## config.mk

```make
export PLATFORM = sky130hd
export DESIGN_NAME = bru_resolve
export DESIGN_NICKNAME = d
export VERILOG_FILES = /design/src/rtl/bru_pkg.sv /design/src/rtl/bru_operand.sv /design/src/rtl/bru_cond.sv /design/src/rtl/bru_target.sv /design/src/rtl/bru_resolve.sv
export SDC_FILE = /design/constraint.sdc
export NUM_CORES = 1
export LEC_CHECK = 0
export ABC_CLOCK_PERIOD_IN_PS = 800
export BUFFER_PORTS_ARGS = -buffer_cell sky130_fd_sc_hd__buf_2
export CAP_MARGIN = 30
export CORE_ASPECT_RATIO = 1.25
export CORE_MARGIN = 2
export CORE_UTILIZATION = 43
export DETAILED_ROUTE_END_ITERATION = 7
export PLACE_DENSITY = 0.74
export SLEW_MARGIN = 20
export SYNTH_ARGS = -nofsm -noshare
export SYNTH_HDL_FRONTEND = slang
export SYNTH_SLANG_ARGS = --single-unit
```

## constraint.sdc

```tcl
create_clock -name clk_i -period 0.8 [get_ports clk_i]
set_input_delay 0.12 -clock clk_i [delete_from_list [all_inputs] [get_ports clk_i]]
set_output_delay 0.12 -clock clk_i [all_outputs]
set_load 0.01 [all_outputs]
```

## src/rtl/bru_pkg.sv

```systemverilog
`timescale 1ns/1ps
package bru_pkg;

    typedef enum logic [3:0] {
        BR_ALWAYS = 4'h0,
        BR_EQ     = 4'h1,
        BR_GTU    = 4'h2,
        BR_GEU    = 4'h3,
        BR_TEST   = 4'h4,
        BR_NE     = 4'h5,
        BR_GTS    = 4'h6,
        BR_GES    = 4'h7,
        BR_CALL   = 4'h8,
        BR_EXIT   = 4'h9,
        BR_LTU    = 4'hA,
        BR_LEU    = 4'hB,
        BR_LTS    = 4'hC,
        BR_LES    = 4'hD
    } br_op_e;

    localparam logic [3:0] BR_LAST_CODE = 4'hD;

    function automatic logic br_code_defined(input logic [3:0] op);
        return op <= BR_LAST_CODE;
    endfunction

    function automatic logic br_wide_only(input logic [3:0] op);
        return (op == BR_ALWAYS) || (op == BR_CALL) || (op == BR_EXIT);
    endfunction

endpackage

```

## src/rtl/bru_operand.sv

```systemverilog
`timescale 1ns/1ps
module bru_operand #(
    parameter int XLEN  = 64,
    parameter int IMM_W = 32
) (
    input  logic             use_reg_i,
    input  logic [XLEN-1:0]  src_i,
    input  logic [IMM_W-1:0] imm_i,
    output logic [XLEN-1:0]  rhs_o
);
    localparam int EXT_W = XLEN - IMM_W;

    logic [XLEN-1:0] imm_ext;

    generate
        if (EXT_W > 0) begin : g_ext
            assign imm_ext = {{EXT_W{imm_i[IMM_W-1]}}, imm_i};
        end else begin : g_noext
            assign imm_ext = imm_i[XLEN-1:0];
        end
    endgenerate

    always_comb begin
        rhs_o = use_reg_i ? src_i : imm_ext;
    end
endmodule

```

## src/rtl/bru_cond.sv

```systemverilog
`timescale 1ns/1ps
module bru_cond
    import bru_pkg::*;
#(
    parameter int XLEN   = 64,
    parameter int HALF_W = 32
) (
    input  logic [3:0]      op_i,
    input  logic            narrow_i,
    input  logic [XLEN-1:0] lhs_i,
    input  logic [XLEN-1:0] rhs_i,
    output logic            hit_o
);
    localparam int NUM_W = 2;

    logic [NUM_W-1:0] eq_w;
    logic [NUM_W-1:0] ltu_w;
    logic [NUM_W-1:0] lts_w;
    logic [NUM_W-1:0] any_w;

    for (genvar g = 0; g < NUM_W; g++) begin : g_width
        localparam int W = (g == 0) ? XLEN : HALF_W;
        logic [W-1:0] a_w;
        logic [W-1:0] b_w;
        assign a_w      = lhs_i[W-1:0];
        assign b_w      = rhs_i[W-1:0];
        assign eq_w[g]  = (a_w == b_w);
        assign ltu_w[g] = (a_w < b_w);
        assign lts_w[g] = ($signed(a_w) < $signed(b_w));
        assign any_w[g] = |(a_w & b_w);
    end

    logic sel;
    logic eq;
    logic ltu;
    logic lts;
    logic any;

    always_comb begin
        sel = narrow_i;
        eq  = eq_w[sel];
        ltu = ltu_w[sel];
        lts = lts_w[sel];
        any = any_w[sel];
        unique case (op_i)
            BR_ALWAYS: hit_o = 1'b1;
            BR_EQ:     hit_o = eq;
            BR_NE:     hit_o = !eq;
            BR_TEST:   hit_o = any;
            BR_GTU:    hit_o = !ltu && !eq;
            BR_GEU:    hit_o = !ltu;
            BR_LTU:    hit_o = ltu;
            BR_LEU:    hit_o = ltu || eq;
            BR_GTS:    hit_o = !lts && !eq;
            BR_GES:    hit_o = !lts;
            BR_LTS:    hit_o = lts;
            BR_LES:    hit_o = lts || eq;
            default:   hit_o = 1'b0;
        endcase
    end
endmodule

```

## src/rtl/bru_target.sv

```systemverilog
`timescale 1ns/1ps
module bru_target #(
    parameter int XLEN       = 64,
    parameter int DISP_W     = 16,
    parameter int INSN_BYTES = 8
) (
    input  logic [XLEN-1:0]   pc_i,
    input  logic [DISP_W-1:0] disp_i,
    output logic [XLEN-1:0]   jump_o,
    output logic [XLEN-1:0]   seq_o
);
    localparam int SHIFT = $clog2(INSN_BYTES);
    localparam int EXT_W = XLEN - DISP_W;

    logic [XLEN-1:0] disp_ext;
    logic [XLEN-1:0] slots;

    always_comb begin
        disp_ext = {{EXT_W{disp_i[DISP_W-1]}}, disp_i};
        slots    = disp_ext + XLEN'(1);
        jump_o   = pc_i + (slots << SHIFT);
        seq_o    = pc_i + XLEN'(INSN_BYTES);
    end
endmodule

```

## src/rtl/bru_resolve.sv

```systemverilog
`timescale 1ns/1ps
module bru_resolve
    import bru_pkg::*;
#(
    parameter int XLEN       = 64,
    parameter int HALF_W     = 32,
    parameter int IMM_W      = 32,
    parameter int DISP_W     = 16,
    parameter int REG_IDX_W  = 4,
    parameter int INSN_BYTES = 8
) (
    input  logic                 clk_i,
    input  logic                 rst_ni,
    input  logic                 in_valid_i,
    input  logic [3:0]           in_op_i,
    input  logic                 in_narrow_i,
    input  logic                 in_use_reg_i,
    input  logic [XLEN-1:0]      in_dst_i,
    input  logic [XLEN-1:0]      in_src_i,
    input  logic [REG_IDX_W-1:0] in_src_idx_i,
    input  logic [IMM_W-1:0]     in_imm_i,
    input  logic [DISP_W-1:0]    in_disp_i,
    input  logic [XLEN-1:0]      in_pc_i,
    output logic                 out_valid_o,
    output logic                 out_taken_o,
    output logic [XLEN-1:0]      out_next_pc_o,
    output logic                 out_call_o,
    output logic [IMM_W-1:0]     out_call_imm_o,
    output logic [REG_IDX_W-1:0] out_call_src_o,
    output logic                 out_exit_o,
    output logic                 out_illegal_o
);

    typedef struct packed {
        logic                 valid;
        logic                 taken;
        logic [XLEN-1:0]      next_pc;
        logic                 call;
        logic [IMM_W-1:0]     call_imm;
        logic [REG_IDX_W-1:0] call_src;
        logic                 leave;
        logic                 illegal;
    } res_t;

    logic [XLEN-1:0] rhs;
    logic            hit;
    logic [XLEN-1:0] jump_pc;
    logic [XLEN-1:0] seq_pc;
    logic            bad_code;

    bru_operand #(
        .XLEN  (XLEN),
        .IMM_W (IMM_W)
    ) u_operand (
        .use_reg_i (in_use_reg_i),
        .src_i     (in_src_i),
        .imm_i     (in_imm_i),
        .rhs_o     (rhs)
    );

    bru_cond #(
        .XLEN   (XLEN),
        .HALF_W (HALF_W)
    ) u_cond (
        .op_i     (in_op_i),
        .narrow_i (in_narrow_i),
        .lhs_i    (in_dst_i),
        .rhs_i    (rhs),
        .hit_o    (hit)
    );

    bru_target #(
        .XLEN       (XLEN),
        .DISP_W     (DISP_W),
        .INSN_BYTES (INSN_BYTES)
    ) u_target (
        .pc_i   (in_pc_i),
        .disp_i (in_disp_i),
        .jump_o (jump_pc),
        .seq_o  (seq_pc)
    );

    res_t st_d;
    res_t st_q;

    always_comb begin
        bad_code = !br_code_defined(in_op_i) ||
                   (in_narrow_i && br_wide_only(in_op_i));
        st_d     = '0;
        if (in_valid_i) begin
            st_d.valid = 1'b1;
            if (bad_code) begin
                st_d.illegal = 1'b1;
                st_d.next_pc = in_pc_i;
            end else if (in_op_i == BR_CALL) begin
                st_d.call     = 1'b1;
                st_d.call_imm = in_imm_i;
                st_d.call_src = in_src_idx_i;
                st_d.next_pc  = seq_pc;
            end else if (in_op_i == BR_EXIT) begin
                st_d.leave   = 1'b1;
                st_d.next_pc = in_pc_i;
            end else begin
                st_d.taken   = hit;
                st_d.next_pc = hit ? jump_pc : seq_pc;
            end
        end
    end

    always_ff @(posedge clk_i or negedge rst_ni) begin
        if (!rst_ni) begin
            st_q <= '0;
        end else begin
            st_q <= st_d;
        end
    end

    assign out_valid_o    = st_q.valid;
    assign out_taken_o    = st_q.taken;
    assign out_next_pc_o  = st_q.next_pc;
    assign out_call_o     = st_q.call;
    assign out_call_imm_o = st_q.call_imm;
    assign out_call_src_o = st_q.call_src;
    assign out_exit_o     = st_q.leave;
    assign out_illegal_o  = st_q.illegal;

endmodule

```

; ---- Word-level counts from Yosys, hierarchy flattened
; Cells that the tools add are included.
[totals]
regBits = 105
latchBits = 0
ramBits = 0
mem_bits_ro = 0
inputBits = 253
out_inout_bits = 105
mem_count = 0
[classes]
addsub = 3
multipliers = 0
div = 0
magnitude_cmp = 6
n_eq_ne = 15
shifts = 0
mux = 23
n_bitwise = 2
n_reduce_logical = 15
[op_table]
columns = operator, n
row1 = 64-bit two-way mux, 5
row2 = 64-bit less-than comparator, 2
row3 = 105-bit two-way mux, 1
row4 = "64-bit by 4-bit adder with 64-bit output, second input constant", 1
row5 = 64-bit adder, 1
row6 = 64-bit bitwise AND, 1
row7 = 64-bit equality test, 1
row8 = 32-bit less-than comparator, 2
row9 = 64-bit OR reduction, 1
row10 = 38-bit two-way mux, 1
row11 = 37-bit two-way mux, 1
row12 = 32-bit bitwise AND, 1
row13 = 32-bit equality test, 1
row14 = 32-bit OR reduction, 1
row15 = "4-bit equality test, second input constant", 6
row16 = "16-bit by 2-bit adder with 17-bit output, second input constant", 1
row17 = "4-bit by 3-bit equality test with 1-bit output, second input constant", 4
row18 = 1-bit two-way mux, 14
row19 = 1-bit one-hot mux with 12 select lines, 1
row20 = "4-bit by 2-bit equality test with 1-bit output, second input constant", 2
row21 = 1-bit logical OR, 5
row22 = "4-bit by 1-bit equality test with 1-bit output, second input constant", 1
row23 = "4-bit less-or-equal comparator, second input constant", 1
row24 = 1-bit logical NOT, 4
row25 = other kinds (3), 5

; ---- Depth between registers and ports, before layout
; Gate-level depths: netlist of the first run.
[depth]
ltp_word = 12
ltp_mapped = 20
mapped_depth_nobuf = 18

; ---- Cells and area by module
; From an unflattened synthesis of the first run, not the netlist that was laid out.
[hier_totals]
cells_unflattened = 1647
hier_area_um2 = 13779.5
[by_module_without_submodules]
columns = module, n_inst, cells_each, area_each_um2, seq_area_each_um2
row1 = bru_target, 1, 785, 5212.5, 0.0
row2 = bru_resolve, 1, 436, 4677.0, 2627.5
row3 = bru_cond, 1, 352, 2798.9, 0.0
row4 = bru_operand, 1, 74, 1091.0, 0.0

; ---- Worst setup path before layout of the first run
; No wires, ideal clock.
[synth_timing]
path_type = input port to flip-flop
from = input in_disp_i[0]
to = register st_q, in the netlist out_next_pc_o[50]
setup_ns = 0.104
arrival_time_ns = 4.272
slack_ns = -3.576
cell_stages = 19
path_cell_list = ha_1 > and3_1 > nand3_1 > nor2_1 > a21bo_2 > inv_1 > ha_1 > clkbuf_1 > a211oi_1 > a211oi_1 > o31ai_1 > and4_1 > a22oi_2 > a2111oi_4 > nor2_2 > o41ai_4 > xnor2_1 > a21oi_1 > a221oi_1
[synth_lines]
columns = item, line
row1 = from (decl), bru_resolve.sv:22  ; input logic [DISP_W-1:0] in_disp_i,
row2 = to (signal assigned), bru_resolve.sv:114  ; st_q <= st_d;
row3 = to (decl), bru_resolve.sv:84  ; res_t st_q;

==> impl_metrics.toml, run 1 <==
[logic_synthesis]
synthTopCellsByArea = "dfrtp_1 (20%), ha_1 (18%), a21oi_1 (6.1%)"
syn_inst = 1666
synth.distinct_cells = 82
yosys-top-cells-count = "ha_1 (190), a21oi_1 (161), nand2_1 (146), dfrtp_1 (105), o21ai_0 (105)"
ys_seq_elements = 105
synth_flop_cell = "dfrtp_1"
netlist.area_leader.share = 0.200
yosysMostFrequentCell = "ha_1"
avgSynthCellArea_um2 = 7.89
synth_edf_count = 0
ys_warn_count = 0
yosysTopAreaCell = "dfrtp_1"
syn_nets = 2110
ys_seq_area_frac = 0.200
async_flop_share = 1.00
synth_area_mm2 = 0.0132

[timing]
tightestPinTransition_ns = 0.881
hold_viol = 0
rsz0062_at_grt = "true"
max_freq_ghz = 0.261
setup_viol = 206
relSlewSlack = 0.413
fin_tns_setup_ns = -214.92
worst_slack_ns = -3.03
fin_crit_ns = 3.83
post-route-period-util = 4.79
maxSlewViolCount = 0

[placement]
dp_hpwl_um = 43800
port_buffers = 357
post_dp_cell_area_mm2 = 0.0192
gp_congestion = 1.00
place_inst = 2846

[cells_and_area]
final_area_mm2 = 0.0232
final_core_util = 0.769
area_growth_pct = 76.1
drive_gt1_frac = 0.504
multiInputGateArea_mm2 = 0.0119
regArea_mm2 = 0.00263
nets = 3027
n_fill_cell = 1835
final_cells = 2991

[global_route]
antenna_found_initial = 4
grt_pass1_vias = 18500
gr-total-overflow = 0
grt_max_degree = 39
grt_usage = 0.383
grt_first_pass_wirelength_um = 96300

[hold_path]
min_from = "in_imm_i[31]"
min_path_type = "primary input to flop"

[worst_setup_path]
crit_slowest_cell = "a22oi_2"
crit_start = "in_disp_i[3]"
crit_buf_inv = 6
crit_top_cell = "buf_6"
end_kind = "flop"
required_ns = 1.08
setup.worst_path.start_class = "primary input"
crit_arrival_ns = 4.12
cp_top_family = "compound AO/OA/AOI/OAI gates"
cp_slowest_stage_delay_ns = 0.42
cp_cell_sequence = "buf_6 > and3_4 > and3_4 > nand3_4 > nor2_4 > a21bo_4 > clkinvlp_4 > buf_6 > buf_12 > ha_4 > buf_6 > nand2_4 > nor4_4 > a31oi_1 > and4_1 > a22oi_2 > a2111oi_4 > buf_4 > o21ai_4 > a41oi_2 > xnor2_1 > a211oi_1 > nor2_1"
crit_fanout = 6
path_class = "primary input to flop"

[route]
wire_per_inst_um = 22.6
drt_iter0_drc = 1641
wl_um = 67500
firstDrtPassIters = 6
num_vias = 18300
vias_per_cell = 6.11
ant_nets = 0
drc = 0

[flow_run]
drv_cap = 0

[clock_network]
clock_sinks = 105
cts_buffers = 9
tritoncts = "built"
ctsHtreeMaxLevel = 3
root_buffer = "clkbuf_16"
clock_path_buffers = 2
cts.clk_slew.worst_paths_ns = 0.11

[pwr]
cellPowerDensity_mw_per_mm2 = 1160
p_total_mw = 26.7
irDropWorstVdd_v = 0.00109
leakagePower_nw = 11.4

[floorplanning]
num_rows = 71
die_x_um = 160
core_area_mm2 = 0.0301
start_util = 0.437
ios = 358
die_area_mm2 = 0.0320
die_y_um = 200

[outcome]
status = "finished, violations left"
failed_checks = "negative setup slack"
## registers in the layout, summed over array words and instances (netlist names)
| signal | cells |
|---|---|
| out_call_src_o | 4 |
| out_next_pc_o | 64 |
| out_illegal_o | 1 |
| out_call_o | 1 |
| out_exit_o | 1 |
| out_call_imm_o | 32 |
| out_taken_o | 1 |
| out_valid_o | 1 |
## logic make-up (layout without fill, tap and decap cells)
logic type / Yosys count / after routing / share of synthesized area
flip-flops: 105 / 105 / 0.200
AND/OR/NAND/NOR: 543 / 544 / 0.210
AO/OA/AOI/OAI: 488 / 488 / 0.241
XOR/XNOR: 105 / 105 / 0.0699
buffers and inverters: 180 / 1101 / 0.0561
adder cells (fa/ha/maj): 191 / 191 / 0.182
other: 0 / 2 / 0
multiplexers: 54 / 54 / 0.0412
## tightest hold or removal path, cell delays in order
cell    delay [ns]
buf_6         0.09
buf_4         0.09
and2_1        0.13
## repair_timing
item	4_1_cts	5_1_grt
gates resized for setup	337	174
endpoints found under the hold margin	137	0
hold buffers	33	0
pin swaps	137	140
endpoints found under the setup margin	206	206
gates cloned	11	0
buffers inserted	63	36
## stage by stage
step	setup WS, ns	hold slack, ns
after CTS	-2.82	0.000280
after global placement	-3.37	0.161
final	-3.03	0.0481
after detailed placement	-3.47	0.163
after global routing	-3.08	0.0551
after floorplan	-3.36	-0.176
## layout make-up
| cell class | instances | share of cell area |
|---|---|---|
| flip-flops and latches | 105 | 0.114 |
| clock buffers | 9 | 0.00973 |
| inverters | 98 | 0.0166 |
| repair buffers | 987 | 0.318 |
| multi-input cells | 1382 | 0.516 |
| diodes | 2 | 0.000216 |
| well taps | 401 | 0.0217 |
| clock inverters | 7 | 0.00373 |
## layout by cell type (no fill, tap or decap), types with 61 or more instances in the layout
cell,instances
nor2_1,78
xnor2_1,62
a21oi_1,95
o21ai_0,61
nand2_1,121
dfrtp_1,104
buf_2,333
ha_1,156
inv_1,93
buf_4,522
## routing by layer
layer | track usage | up-vias | wire length (µm)
met5 | 0 | - | 22
met4 | 0.292 | 4 | 5820
met3 | 0.0743 | 472 | 5940
met2 | 0.692 | 1286 | 32700
met1 | 0.392 | 8577 | 22900
li1 | - | 7940 | -
## worst paths after layout
path | to | slack [ns] | cells after the start
min in group asynchronous | out_next_pc_o[62] | 0.26 | 3
worst max-delay path | out_next_pc_o[58] | -3.03 | 23
worst min-delay path | out_call_imm_o[31] | 0.05 | 3
max in group asynchronous | out_next_pc_o[7] | 0.29 | 3
## report_power, final
group / internal [mW] / switching (mW)
logic: 7.48 / 8.20
registers: 5.74 / 0.250
clock network: 2.25 / 2.83
No activity file was read; power rests on OpenSTA's default activity.
==> run 2, diff against run 1 <==
Settings changed: CORE_UTILIZATION 43 to 50, PLACE_DENSITY 0.74 to 0.84.
==> run 2 against run 1 <==
  * The run now fails in global routing
  * Area after synthesis unchanged
  * Synthesized cell count unchanged
==> impl_metrics.toml, run 2 <==
[placement]
dp_hpwl_um = 44500
gp_congestion = 1.01
port_buffers = 357

[logic_synthesis]
syn_nets = 2110
yosysTopAreaCell = "dfrtp_1"
synth.distinct_cells = 82
async_flop_share = 1.00
synth_area_mm2 = 0.0132
ys_warn_count = 0
ys_seq_area_frac = 0.200
syn_inst = 1666
netlist.area_leader.share = 0.200
yosysMostFrequentCell = "ha_1"
synthTopCellsByArea = "dfrtp_1 (20%), ha_1 (18%), a21oi_1 (6.1%)"
ys_seq_elements = 105
avgSynthCellArea_um2 = 7.89
synth_edf_count = 0
synth_flop_cell = "dfrtp_1"
yosys-top-cells-count = "ha_1 (190), a21oi_1 (161), nand2_1 (146), dfrtp_1 (105), o21ai_0 (105)"

[global_route]
gr-total-overflow = 306
grt_usage = 0.840
grt_max_degree = 60

[clock_network]
cts_buffers = 9
root_buffer = "clkbuf_16"
clock_sinks = 105
clock_path_buffers = 2
ctsHtreeMaxLevel = 3

[outcome]
haltStage = "global routing"
status = "did not finish"
firstError = "[ERROR GRT-0232] Routing congestion too high. Check the congestion heatmap in the GUI."

[floorplanning]
num_rows = 66
ios = 358
die_y_um = 185
die_x_um = 149
start_util = 0.507

[timing]
crit_endpoint = "out_next_pc_o[56]$_DFF_PN0_/D"
endpoint_type = "register input"
==> run 2: routing by layer <==
layer / global-route usage / overflow
met5: 0.420 / 1
met1: 0.793 / 7
met2: 0.986 / 168
met3: 0.737 / 8
met4: 0.900 / 122
==> run 2: logic make-up after synthesis <==
family | share of synthesized area
compound gates | 0.241
mux | 0.0412
xor+xnor | 0.0699
fa+ha+maj | 0.182
flops | 0.200
simple gates | 0.210
buf+inv | 0.0561
==> run 2: through the flow <==
stage | setup WS (ns) | TNS (ns) | cell area, µm² | hold slack [ns] | instances
4_1_cts | -2.86 | -209.82 | 22300 | 0.00455 | 2906
3_5_place_dp | -3.37 | -257.02 | 19200 | 0.143 | 2789
3_3_place_gp | -3.31 | -250.08 | 19200 | 0.137 | 2789
2_1_floorplan | -3.36 | -190.58 | 13600 | -0.176 | 1666
==> run 2: repair_timing <==
action	in CTS
hold endpoints to repair	124
resized for setup	367
endpoints found under the setup margin	206
pin swaps	110
hold buffers	20
gates cloned	19
buffers inserted	67
==> run 3, diff against run 2 <==
Settings changed: ABC_CLOCK_PERIOD_IN_PS 800 to 1000, CORE_ASPECT_RATIO 1.25 to unset, CORE_UTILIZATION 50 to 38, PLACE_DENSITY 0.84 to unset, PLACE_DENSITY_LB_ADDON set to 0.15.
Clock period 0.8 ns to 1 ns, I/O delays scaled along.
==> run 3 against run 2 <==
  * The flow now finishes, with violations (negative setup slack)
==> impl_metrics.toml, run 3 (synthesis gave the netlist of run 1 again) <==
[worst_setup_path]
setup.worst_path.start_class = "primary input"
end_kind = "flop"
path_class = "primary input to flop"
crit_fanout = 6
crit_arrival_ns = 3.97
required_ns = 1.27

[cells_and_area]
antenna_cells = 0
area_growth_pct = 77.7
drive_gt1_frac = 0.518
final_cells = 3004
largest_reg_flops = 64
final_core_util = 0.682
final_cell_mix = "buf_4 (484), buf_2 (339), ha_1 (156), nand2_1 (115), dfrtp_1 (105)"
nets = 2988
final_common_cell = "buf_4"
n_fill_cell = 2700

[timing]
post-route-period-util = 3.71
hold_viol = 0
max_freq_ghz = 0.270
rsz0062_at_grt = "true"
fin_tns_setup_ns = -172.19
maxSlewViolCount = 0
setup_viol = 206
tightestPinTransition_ns = 0.577
fin_crit_ns = 3.71
worst_slack_ns = -2.71
whs_ns = 0.0145
relSlewSlack = 0.614

[hold_path]
min_path_type = "primary input to flop"
holdPathStages = 2
min_from = "in_src_idx_i[2]"
min_to = "out_call_src_o[2]"

[clock_network]
tritoncts = "built"
clock_sinks = 105
cts.clk_slew.worst_paths_ns = 0.08
root_buffer = "clkbuf_16"
cts_buffers = 9
clock_path_buffers = 2
ctsHtreeMaxLevel = 3

[route]
ant_nets = 0
num_vias = 16800
vias_per_cell = 5.60
wire_per_inst_um = 20.3
drt_iter0_drc = 1221
firstDrtPassIters = 5
drc = 0
wl_um = 61100

[placement]
port_buffers = 357
place_inst = 2880
dp_hpwl_um = 43800
gp_congestion = 0.953
pre_cts_slack_ns = -3.34

[floorplanning]
start_util = 0.384
ios = 358
die_x_um = 190
die_y_um = 190
die_area_mm2 = 0.0361
num_rows = 68
core_area_mm2 = 0.0343

[outcome]
failed_checks = "negative setup slack"
status = "finished, violations left"

[global_route]
grt_first_pass_wirelength_um = 90900
gr-total-overflow = 0
grt_pass1_vias = 16900
grt_max_degree = 66
grt_usage = 0.323
antenna_found_initial = 1

[pwr]
irDropWorstVdd_v = 0.000897
cellPowerDensity_mw_per_mm2 = 916
leakagePower_nw = 11.4

[flow_run]
drv_cap = 0
==> run 3: per-layer routing <==
metal | wire length (µm) | global-route usage | vias up | part of all wire
li1 | - | - | 7853 | -
met1 | 23600 | 0.377 | 8058 | 0.39
met2 | 30400 | 0.585 | 710 | 0.50
met3 | 3960 | 0.0483 | 187 | 0.065
met4 | 3140 | 0.142 | 2 | 0.051
met5 | 9 | 0 | - | 0.00015
==> run 3: critical path, cell delays in order <==
cell	delay, ns
buf_2	0.11
ha_4	0.14
and3_4	0.18
nand3_4	0.09
nor2_4	0.13
a21bo_4	0.14
clkinvlp_4	0.13
buf_12	0.17
ha_4	0.24
a211oi_2	0.24
a211oi_2	0.09
o31ai_4	0.23
and4_1	0.24
a22oi_2	0.08
buf_6	0.15
a2111oi_4	0.37
buf_4	0.18
nor2_2	0.05
o41ai_4	0.29
buf_4	0.18
mux2i_1	0.19
a21o_1	0.14
a21oi_1	0.05
==> run 3: what timing repair did <==
action,CTS,global route
resized for setup,424,142
cloned,19,1
buffers inserted,68,22
hold buffers,17,0
setup endpoints to repair,206,206
pin swaps,170,110
hold endpoints to repair,121,0
==> run 3: worst max-delay path by stage <==
stage / slack [ns] / endpoint / start / cells past startpoint
global placement: -3.30 / out_next_pc_o[63] / in_disp_i[3] / 21
finish: -2.71 / out_next_pc_o[52] / in_disp_i[0] / 23
CTS: -2.66 / out_next_pc_o[60] / in_disp_i[4] / 23
global route: -2.83 / out_next_pc_o[52] / in_disp_i[4] / 23
detailed placement: -3.34 / out_next_pc_o[63] / in_disp_i[3] / 21
floorplan: -3.19 / out_next_pc_o[50] / in_disp_i[3] / 19
==> run 3: layout make-up <==
type,count,area (µm²),area share
clock buffers,9,225,0.00964
clock inverters,7,80.1,0.00343
inverters,98,384,0.0164
multi-input cells,1381,12200,0.524
flip-flops and latches,105,2630,0.112
well taps,455,569,0.0244
repair buffers,949,7240,0.310
==> run 3: where the power goes <==
part / leakage, nW / total [mW] / internal [mW] / switching (mW)
combinational: 9.85 / 12.7 / 6.28 / 6.43
clock: 0.146 / 3.95 / 1.79 / 2.15
sequential: 1.39 / 4.74 / 4.59 / 0.156
total: 11.4 / 21.4 / 12.7 / 8.74
==> run 3: per-stage QoR <==
step	instance area, µm²	power (mW)
finish	23400	21.4
global route	23400	22.5
CTS	22500	20.5
detailed placement	19100	14.0
global placement	19100	13.8
floorplan	13600	9.61
